===== config.mk =====
export PLATFORM = sky130hd
export DESIGN_NAME = acc_datapath
export DESIGN_NICKNAME = d
export VERILOG_FILES = /design/src/rtl/cpu_dp_pkg.sv /design/src/rtl/dp_decode.sv /design/src/rtl/dp_regfile.sv /design/src/rtl/dp_alu.sv /design/src/rtl/acc_datapath.sv
export SDC_FILE = /design/constraint.sdc
export NUM_CORES = 1
export LEC_CHECK = 0
export BUFFER_PORTS_ARGS = -buffer_cell sky130_fd_sc_hd__buf_2
export CAP_MARGIN = 10
export CORE_ASPECT_RATIO = 0.8
export CORE_MARGIN = 8
export CORE_UTILIZATION = 54
export DETAILED_ROUTE_END_ITERATION = 6
export MAX_ROUTING_LAYER = met4
export PLACE_DENSITY_LB_ADDON = 0.15
export RECOVER_POWER = 100
export REMOVE_ABC_BUFFERS = 1
export SYNTH_ARGS = -nofsm -noshare
export SYNTH_HDL_FRONTEND = slang
export SYNTH_HIERARCHICAL = 1
export SYNTH_SLANG_ARGS = --single-unit

===== constraint.sdc =====
create_clock -name clk -period 4.94 [get_ports clk]
set_clock_uncertainty 0.1 [all_clocks]
set_input_delay 0.988 -clock clk [delete_from_list [all_inputs] [get_ports clk]]
set_output_delay 0.988 -clock clk [all_outputs]
set_load 0.02 [all_outputs]

===== src/rtl/cpu_dp_pkg.sv =====
package cpu_dp_pkg;

  localparam int DATA_W   = 16;
  localparam int ADDR_W   = 15;
  localparam int INSTR_W  = 24;
  localparam int OPC_W    = 5;
  localparam int SEL_W    = 2;
  localparam int NUM_REGS = 1 << SEL_W;
  localparam int FN_W     = 3;

  // field positions, derived from the top of the word downwards
  localparam int OPC_LSB  = INSTR_W - OPC_W;
  localparam int SELA_LSB = OPC_LSB - SEL_W;
  localparam int SELB_LSB = SELA_LSB - SEL_W;
  localparam int IMM_W    = SELB_LSB;

  typedef enum logic [OPC_W-1:0] {
    OP_NOP    = 5'd0,
    OP_LD     = 5'd1,
    OP_LDR    = 5'd2,
    OP_MOV    = 5'd3,
    OP_MOVD   = 5'd4,
    OP_ST     = 5'd5,
    OP_STR    = 5'd6,
    OP_STD    = 5'd7,
    OP_ALU    = 5'd8,
    OP_SR     = 5'd9,
    OP_SL     = 5'd10,
    OP_JMP    = 5'd11,
    OP_JMPR   = 5'd12,
    OP_JMPZ   = 5'd13,
    OP_JMPRZ  = 5'd14,
    OP_JMPNZ  = 5'd15,
    OP_JMPRNZ = 5'd16
  } opcode_e;

  typedef enum logic [FN_W-1:0] {
    FN_ADD  = 3'd0,
    FN_SUB  = 3'd1,
    FN_AND  = 3'd2,
    FN_OR   = 3'd3,
    FN_XOR  = 3'd4,
    FN_NOTA = 3'd5
  } alu_fn_e;

  typedef enum logic [1:0] {
    ASRC_MEM,
    ASRC_ALU,
    ASRC_SHR,
    ASRC_SHL
  } a_src_e;

  typedef struct packed {
    logic [OPC_W-1:0]  opc;
    logic [SEL_W-1:0]  sel_a;
    logic [SEL_W-1:0]  sel_b;
    logic [IMM_W-1:0]  imm;
  } instr_t;

  typedef struct packed {
    logic   a_we;
    logic   b_we;
    a_src_e a_src;
    logic   b_from_imm;
    logic   mem_we;
    logic   mem_re;
    logic   addr_from_b;
    logic   wdata_from_imm;
  } ctrl_t;

  function automatic logic [DATA_W-1:0] zext_imm(input logic [IMM_W-1:0] v);
    return {{(DATA_W-IMM_W){1'b0}}, v};
  endfunction

  function automatic logic [DATA_W-1:0] alu_eval(input logic [DATA_W-1:0] a,
                                                 input logic [DATA_W-1:0] b,
                                                 input logic [FN_W-1:0]   fn);
    logic [DATA_W-1:0] r;
    case (alu_fn_e'(fn))
      FN_ADD:  r = a + b;
      FN_SUB:  r = a - b;
      FN_AND:  r = a & b;
      FN_OR:   r = a | b;
      FN_XOR:  r = a ^ b;
      FN_NOTA: r = ~a;
      default: r = a;
    endcase
    return r;
  endfunction

  function automatic logic [DATA_W-1:0] shr1(input logic [DATA_W-1:0] a);
    return {1'b0, a[DATA_W-1:1]};
  endfunction

  function automatic logic [DATA_W-1:0] shl1(input logic [DATA_W-1:0] a);
    return {a[DATA_W-2:0], 1'b0};
  endfunction

endpackage


===== src/rtl/dp_decode.sv =====
module dp_decode
  import cpu_dp_pkg::*;
(
  input  logic [OPC_W-1:0] opc,
  output ctrl_t            ctrl
);

  always_comb begin
    ctrl = '0;
    ctrl.a_src = ASRC_MEM;
    case (opcode_e'(opc))
      OP_LD: begin
        ctrl.a_we   = 1'b1;
        ctrl.a_src  = ASRC_MEM;
        ctrl.mem_re = 1'b1;
      end
      OP_LDR: begin
        ctrl.a_we        = 1'b1;
        ctrl.a_src       = ASRC_MEM;
        ctrl.mem_re      = 1'b1;
        ctrl.addr_from_b = 1'b1;
      end
      OP_MOV: begin
        ctrl.b_we = 1'b1;
      end
      OP_MOVD: begin
        ctrl.b_we       = 1'b1;
        ctrl.b_from_imm = 1'b1;
      end
      OP_ST: begin
        ctrl.mem_we         = 1'b1;
        ctrl.addr_from_b    = 1'b1;
        ctrl.wdata_from_imm = 1'b1;
      end
      OP_STR: begin
        ctrl.mem_we      = 1'b1;
        ctrl.addr_from_b = 1'b1;
      end
      OP_STD: begin
        ctrl.mem_we = 1'b1;
      end
      OP_ALU: begin
        ctrl.a_we  = 1'b1;
        ctrl.a_src = ASRC_ALU;
      end
      OP_SR: begin
        ctrl.a_we  = 1'b1;
        ctrl.a_src = ASRC_SHR;
      end
      OP_SL: begin
        ctrl.a_we  = 1'b1;
        ctrl.a_src = ASRC_SHL;
      end
      default: ctrl = ctrl;  // NOP, branches and undefined codes: no effect here
    endcase
  end

endmodule


===== src/rtl/dp_regfile.sv =====
module dp_regfile
  import cpu_dp_pkg::*;
#(
  parameter int W    = DATA_W,
  parameter int SELW = SEL_W,
  localparam int N   = 1 << SELW
) (
  input  logic                 clk,
  input  logic                 rst_n,
  input  logic [SELW-1:0]      sel_a,
  input  logic [SELW-1:0]      sel_b,
  input  logic                 we_a,
  input  logic                 we_b,
  input  logic [W-1:0]         wd_a,
  input  logic [W-1:0]         wd_b,
  output logic [W-1:0]         rd_a,
  output logic [W-1:0]         rd_b,
  output logic [N-1:0][W-1:0]  view
);

  for (genvar i = 0; i < N; i++) begin : g_reg
    logic hit_a, hit_b;
    assign hit_a = we_a && (sel_a == SELW'(i));
    assign hit_b = we_b && (sel_b == SELW'(i));

    always_ff @(posedge clk or negedge rst_n) begin
      if (!rst_n)
        view[i] <= '0;
      else if (hit_a)
        view[i] <= wd_a;
      else if (hit_b)
        view[i] <= wd_b;
    end
  end

  assign rd_a = view[sel_a];
  assign rd_b = view[sel_b];

endmodule


===== src/rtl/dp_alu.sv =====
module dp_alu
  import cpu_dp_pkg::*;
#(
  parameter int W = DATA_W
) (
  input  logic [W-1:0]    a,
  input  logic [W-1:0]    b,
  input  logic [FN_W-1:0] fn,
  input  a_src_e          sel,
  input  logic [W-1:0]    mem_word,
  output logic [W-1:0]    result
);

  logic [W-1:0] r_alu, r_shr, r_shl;

  assign r_alu = alu_eval(a, b, fn);
  assign r_shr = shr1(a);
  assign r_shl = shl1(a);

  always_comb begin
    case (sel)
      ASRC_ALU: result = r_alu;
      ASRC_SHR: result = r_shr;
      ASRC_SHL: result = r_shl;
      default:  result = mem_word;
    endcase
  end

endmodule


===== src/rtl/acc_datapath.sv =====
module acc_datapath
  import cpu_dp_pkg::*;
(
  input  logic                clk,
  input  logic                rst_n,
  input  logic [INSTR_W-1:0]  instr,
  output logic [ADDR_W-1:0]   mem_addr,
  output logic [DATA_W-1:0]   mem_wdata,
  output logic                mem_we,
  output logic                mem_re,
  input  logic [DATA_W-1:0]   mem_rdata,
  output logic [DATA_W-1:0]   bus_a,
  output logic [DATA_W-1:0]   bus_b,
  output logic                a_wr,
  output logic                b_wr,
  output logic                b_is_zero
);

  instr_t                          fld;
  ctrl_t                           ctrl;
  logic [DATA_W-1:0]               rd_a, rd_b;
  logic [DATA_W-1:0]               a_wdata, b_wdata;
  logic [NUM_REGS-1:0][DATA_W-1:0] reg_view;

  // named events for the checker
  logic ev_a_write, ev_b_write, ev_mem_write;

  assign fld = instr_t'(instr);

  dp_decode u_dec (
    .opc  (fld.opc),
    .ctrl (ctrl)
  );

  dp_regfile #(.W(DATA_W), .SELW(SEL_W)) u_rf (
    .clk   (clk),
    .rst_n (rst_n),
    .sel_a (fld.sel_a),
    .sel_b (fld.sel_b),
    .we_a  (ctrl.a_we),
    .we_b  (ctrl.b_we),
    .wd_a  (a_wdata),
    .wd_b  (b_wdata),
    .rd_a  (rd_a),
    .rd_b  (rd_b),
    .view  (reg_view)
  );

  dp_alu #(.W(DATA_W)) u_alu (
    .a        (rd_a),
    .b        (rd_b),
    .fn       (fld.imm[FN_W-1:0]),
    .sel      (ctrl.a_src),
    .mem_word (mem_rdata),
    .result   (a_wdata)
  );

  assign b_wdata   = ctrl.b_from_imm ? zext_imm(fld.imm) : rd_a;

  assign mem_addr  = ctrl.addr_from_b ? rd_b[ADDR_W-1:0] : fld.imm;
  assign mem_wdata = ctrl.wdata_from_imm ? zext_imm(fld.imm) : rd_a;
  assign mem_we    = ctrl.mem_we;
  assign mem_re    = ctrl.mem_re;

  assign a_wr      = ctrl.a_we;
  assign b_wr      = ctrl.b_we;
  assign bus_a     = ctrl.a_we ? a_wdata : rd_a;
  assign bus_b     = ctrl.b_we ? b_wdata : rd_b;
  assign b_is_zero = (rd_b == '0);

  assign ev_a_write   = ctrl.a_we;
  assign ev_b_write   = ctrl.b_we;
  assign ev_mem_write = ctrl.mem_we;

endmodule


==> reports/qor.yml, run 1 <==
outcome:
  outcome: "finished with violations"
  violations: "capacitance limit, slew limit, setup timing"
yosys:
  synth_commonest_cells: "166 x nand2_1, 101 x nor2_1, 74 x a31oi_1"
  yosysMostFrequentCell: "nand2_1"
  ys_async_sr_fraction_pct: 100
  yosysUniqueCellTypes: 76
  synth_area_leader_cell: "dfrtp_1"
  synth-edff-count: 0
  synthFlopType: "dfrtp_1"
  synthTopCellsByArea: "dfrtp_1 21%, mux4_2 11%, mux2_2 8.7%, nand2_1 8.0%, ha_1 7.7%"
  synth_area_sq_um: 7790
  synth_top_cell_area_share_pct: 20.5
  syn_inst: 920
  ys_seq_area_share_pct: 20.5
  ys_warn_count: 6
  syn_area_per_cell_sq_um: 8.47
  synth-seq-cells: 64
floorplanning:
  start_util_pct: 54.9
  ios: 110
  die_w_um: 150
  core_sq_um: 14200
  die_h_um: 123
  die-area_sq_um: 18600
  num_rows: 39
global_routing:
  grt_pass1_vias: 8236
  grt_pass1_wl_mm: 44.9
  antenna_found_initial: 0
  globalRouteOverflowTotal: 0
  grt_max_degree: 40
  grt_usage_pct: 32.0
critical_path:
  path_delay_family: "compound AO/OA/AOI/OAI gates"
  max_stage_delay_ns: 0.53
  crit_path_start: "instr[15]"
  path_cells: "buf_12, mux4_2, nor3_2, buf_4, nand3_4, nor2_4, a41oi_2, xnor2_1, ha_1, nand3_2, a211oi_4, o31ai_4, a21boi_2, nand4bb_1, a21oi_1, a311o_1, mux2_4, buf_6"
  crit_buf_inv: 3
  reg2reg_setup_slack_ns: 0.55
  critPathRequiredTime_ns: 3.85
  worstPathArrival_ns: 4.49
  crit_slowest_cell: "mux4_2"
  path_class: "in2out"
  path_max_fanout: 7
  critPathCaptureType: "primary output"
  r2r-start: "u_rf/view[32]"
  cp-start-kind: "input pin"
clocking:
  ctsHoldBuffers: 0
  cts.sinks: 64
  cts_tree: "built"
  root_buffer: "clkbuf_16"
  cts_buffers: 9
  htree_levels: 3
  clock_path_buffers: 2
  clkLatencyLatePin_ns: 0.33
  clk_pin_slew_ns: 0.05
layout:
  largest_register: "u_rf/view"
  fin_nets: 1230
  n_antenna_cell: 0
  reg.largest.list: "u_rf/view (64)"
  final_layout_size_suffix_gt1_share_pct: 39.5
  largest_register_ffs: 64
  syn2layout_area_growth_pct: 31.1
  utilization_pct: 72.0
sta:
  worst_pin_slew_ns: 2.21
  finalHoldViolCount: 0
  fin_crit_sh_pct: 113
  slew_violations: 66
  rsz0062_at_grt: "yes"
  timing.setup.tns_ns: -7.36
  maxSlewHeadroom_pct: -47.2
  period_needed_ns: 5.58
  setup_viol: 29
  max_freq_mhz: 179
  fin_ws_ns: -0.637
power:
  p_per_area_nw_per_um2: 514
  peakVddDrop_mv: 0.261
  p_leak_nw: 4.50
  power.total_mw: 5.25
route:
  first_pass_iters: 7
  vias: 8519
  drc: 0
  first_iter_violations: 1278
  post_drt_via_cell_ratio: 6.41
  wirelength_mm: 29.5
  routedWlPerCell_um: 22.2
  final_antenna_net_count: 0
job:
  max_cap_viol_count: 2
min_path:
  hold_class: "reg2reg"
  hold_start: "u_rf/view[25]"
placed_design:
  place.gp.congestion: 0.955
  io_buffers: 109
  dp_hpwl_mm: 20.9
-- worst min-delay path: stages, from the launching register on --
cell and delay [ns]:
dfrtp_1 0.38, nand2_1 0.06, a31oi_1 0.07
-- layout make-up --
class	instances	area [sq um]
Clock buffer	13	270
Clock inverter	3	15.0
Fill cell	1066	3980
Inverter	37	146
Multi-Input combinational cell	752	6030
Sequential cell	64	1600
Tap cell	184	230
Timing Repair Buffer	275	1930
-- kinds of logic after synthesis --
kind of cell,share of synthesized area [%]
mux,24.1
compound gates,18.0
fa+ha+maj,7.96
simple gates,19.5
buf+inv,7.32
flops,20.5
xor+xnor,2.58
-- power breakdown --
group / switching, mW / total, mW / internal [mW]
registers: 0.134 / 0.820 / 0.685
logic: 2.01 / 3.83 / 1.82
clock network: 0.224 / 0.602 / 0.378
-- placed cells by master (no fill, tap or decap), types with 5 or more instances in the layout --
cell type and count:
nand2_1 160, buf_4 144, nor2_1 94, a31oi_1 72
dfrtp_1 64, buf_2 62, mux2_2 46, ha_1 43
a21oi_1 38, mux4_2 38, clkbuf_1 36, mux2_4 32
inv_1 31, buf_6 30, o21ai_0 26, xnor2_1 16
clkbuf_16 9, nand2b_1 8, o21ai_1 8, mux2i_1 8
o21ai_2 7, nor3_1 7, o21a_1 7, nand2_2 6
nor2_2 6, o22ai_1 6, nand3_1 6, a21oi_2 6
nor4_1 5, nand3b_1 5
-- repair_timing --
item / 4_1_cts / 5_1_grt
setup endpoints to repair: 15 / 15
resized for setup: 100 / 39
pin swaps: 51 / 33
buffers inserted: 29 / 7
endpoints found under the hold margin: 0 / 0
-- per-layer routing --
layer  up-vias  GRT usage [%]  wire (um)
li1       3794              -          -
met1      4064           41.3      12000
met2       574           49.1      13600
met3        87           6.14       3100
met4         0           12.6        874
met5         -              -          0
-- through the flow --
step / instances / setup slack (ns) / hold slack, ns / cell area (sq um)
after floorplan: 853 / -2.50 / 0.413 / 7370
after global placement: 1281 / -0.867 / 0.436 / 9210
after detailed placement: 1281 / -0.920 / 0.448 / 9210
after CTS: 1322 / -0.513 / 0.457 / 10100
after global routing: 1328 / -0.728 / 0.474 / 10200
final: 1328 / -0.637 / 0.460 / 10200
-- worst paths after layout --
path                                       to  cells past startpoint
worst min register to register  u_rf/view[25]                      2
worst max register to register  u_rf/view[10]                     23
worst max-delay path                bus_a[14]                     18
max in group asynchronous       u_rf/view[13]                      2
worst min-delay path            u_rf/view[25]                      2
min in group asynchronous       u_rf/view[36]                      1
No activity file was read; power rests on OpenSTA's default activity.
==> run 2: changes to the inputs <==
Settings changed: CELL_PAD_IN_SITES_DETAIL_PLACEMENT set to 0, CELL_PAD_IN_SITES_GLOBAL_PLACEMENT set to 2, CORE_UTILIZATION 54 to 32.
==> run 2 against run 1 <==
Effect of this change: the flow still finishes with violations (capacitance limit, slew limit, setup timing); routed wire length is 14% higher; die area is 60% higher; setup slack improved by 0.11 ns; power rose by 0.75%; via count shrank 4.7%; count of clock-buffer cells in the layout is 2 lower; first-iteration DRC count down 51%; global-route usage shrank 9.0 points; non-clock buffer count increased by 24; combinational power is 1% lower; sequential share of layout area shrank 0.45 points; largest power group unchanged.
==> reports/qor.yml, run 2 (synthesized netlist as in run 1, its figures left out) <==
global_routing:
  grt_max_degree: 38  # -5.0%
  grt_usage_pct: 23.0  # -9.0 points
  grt_pass1_wl_mm: 50.7  # +13%
  grt_pass1_vias: 7944  # -3.5%
  antenna_found_initial: 0  # unchanged
  globalRouteOverflowTotal: 0  # unchanged
sta:
  slew_violations: 67  # +1.5%
  fin_hold_ws_ns: 0.455  # -0.00467 ns
  rsz0062_at_grt: "yes"
  fin_crit_sh_pct: 111  # -2.3 points
  maxSlewHeadroom_pct: -51.1  # -3.9 points
  worst_pin_slew_ns: 2.27  # +0.0591 ns
  fin_ws_ns: -0.522  # +0.115 ns
  max_freq_mhz: 183  # +2.1%
  period_needed_ns: 5.46  # -0.115 ns
  finalHoldViolCount: 0  # unchanged
  setup_viol: 15  # -48%
  timing.setup.tns_ns: -6.14  # +1.22 ns
floorplanning:
  die_h_um: 156  # +26%
  num_rows: 51  # +31%
  die_w_um: 190  # +27%
  start_util_pct: 32.3  # -23 points
  die-area_sq_um: 29600  # +60%
  ios: 110  # unchanged
  core_sq_um: 24100  # +70%
critical_path:
  reg2reg_setup_slack_ns: 0.87  # +0.32 ns
  crit_path_start: "instr[15]"
  cp-start-kind: "input pin"
  path_max_fanout: 5  # -2
  critPathCaptureType: "primary output"
  crit_end: "bus_a[14]"
  worstPathArrival_ns: 4.37  # -0.12 ns
  reg2reg_to: "u_rf/view[52]"
  r2r-start: "u_rf/view[32]"
  critPathRequiredTime_ns: 3.85  # about the same
  ff2ff_path_depth: 19  # -17%
  path_class: "in2out"
power:
  power.total_mw: 5.29  # +0.75%
  p_leak_nw: 4.60  # +2.1%
  p_per_area_nw_per_um2: 502  # -2.2%
  peakVddDrop_mv: 0.183  # -30%
layout:
  utilization_pct: 43.6  # -28 points
  final_common_cell: "buf_4"
  reg.largest.list: "u_rf/view (64)"
  final_layout_size_suffix_gt1_share_pct: 39.7  # +0.22 points
  final_cell_mix: "173 x buf_4, 160 x nand2_1, 97 x nor2_1"
  final_area_sq_um: 10500  # +3.0%
  largest_register: "u_rf/view"
  stdcell_count: 1486  # +12%
  fin_nets: 1254  # +2.0%
  n_antenna_cell: 0  # unchanged
  syn2layout_area_growth_pct: 35.0
  largest_register_ffs: 64  # unchanged
clocking:
  clk_pin_slew_ns: 0.05  # about the same
  htree_levels: 3  # unchanged
  clock_path_buffers: 2  # unchanged
  clkLatencyLatePin_ns: 0.34  # about the same
  root_buffer: "clkbuf_16"
  cts_buffers: 9  # unchanged
  cts.sinks: 64  # unchanged
  cts_tree: "built"
placed_design:
  placed_cell_area_sq_um: 9650  # +4.9%
  dp_hpwl_mm: 25.4  # +22%
  dp.cells: 1449  # +13%
  preCtsSetupSlack_ns: -1.02  # -0.102 ns
  io_buffers: 109  # unchanged
  place.gp.congestion: 0.885  # -7.3%
route:
  final_antenna_net_count: 0  # unchanged
  first_pass_iters: 6  # -1
  first_iter_violations: 632  # -51%
  vias: 8122  # -4.7%
  post_drt_via_cell_ratio: 5.47  # -15%
  routedWlPerCell_um: 22.7  # +2.1%
  drc: 0  # unchanged
  wirelength_mm: 33.7  # +14%
job:
  max_cap_viol_count: 2  # unchanged
outcome:
  outcome: "finished with violations"
  violations: "capacitance limit, slew limit, setup timing"
min_path:
  hold_class: "reg2reg"
  hold_start: "u_rf/view[5]"
## run 2: worst min-delay path by stage
stage                                to  slack (ns)  depth (start not counted)
after global routing      u_rf/view[22]        0.48                          2
after CTS                 u_rf/view[54]        0.46                          2
after global placement    u_rf/view[44]        0.44                          2
after detailed placement  u_rf/view[54]        0.45                          2
final                      u_rf/view[5]        0.46                          2
after floorplan           u_rf/view[46]        0.41                          2
## run 2: power by group
part	internal (mW)	switching [mW]	total, mW
sequential	0.685	0.124	0.809
combinational	1.78	1.99	3.78
clock	0.455	0.246	0.701
## run 2: worst max-delay path, cell delays in order
cell,delay (ns)
buf_16,0.11
mux4_2,0.62
inv_2,0.12
ha_4,0.15
buf_6,0.09
nor2_1,0.04
xnor2_1,0.12
ha_1,0.33
nor2b_4,0.14
o31a_1,0.32
o31ai_2,0.28
a21boi_2,0.12
o21ai_1,0.13
a21oi_1,0.08
a311o_1,0.31
mux2_4,0.28
buf_6,0.13
## run 2: metal layers
layer / wire length (um) / GRT usage (%) / vias up
li1: - / - / 3831
met1: 16800 / 33.7 / 3989
met2: 14700 / 34.0 / 283
met3: 1900 / 2.61 / 19
met4: 311 / 3.91 / 0
met5: 0 / - / -
## run 2: cell type report
cell class	count	area, sq um
clock buffers	11	243
fillers	2487	13600
well taps	318	398
inverters	37	144
clock inverters	5	80.1
multi-input cells	752	5970
repair buffers	299	2090
flip-flops and latches	64	1600
## run 2: repair_timing
| action | in CTS | in global routing |
|---|---|---|
| pin swaps | 37 | 34 |
| endpoints found under the setup margin | 15 | 15 |
| hold endpoints to repair | 0 | 0 |
| cloned | 1 | 0 |
| setup buffers | 18 | 5 |
| resized for setup | 82 | 36 |
| hold buffers | 0 | 0 |
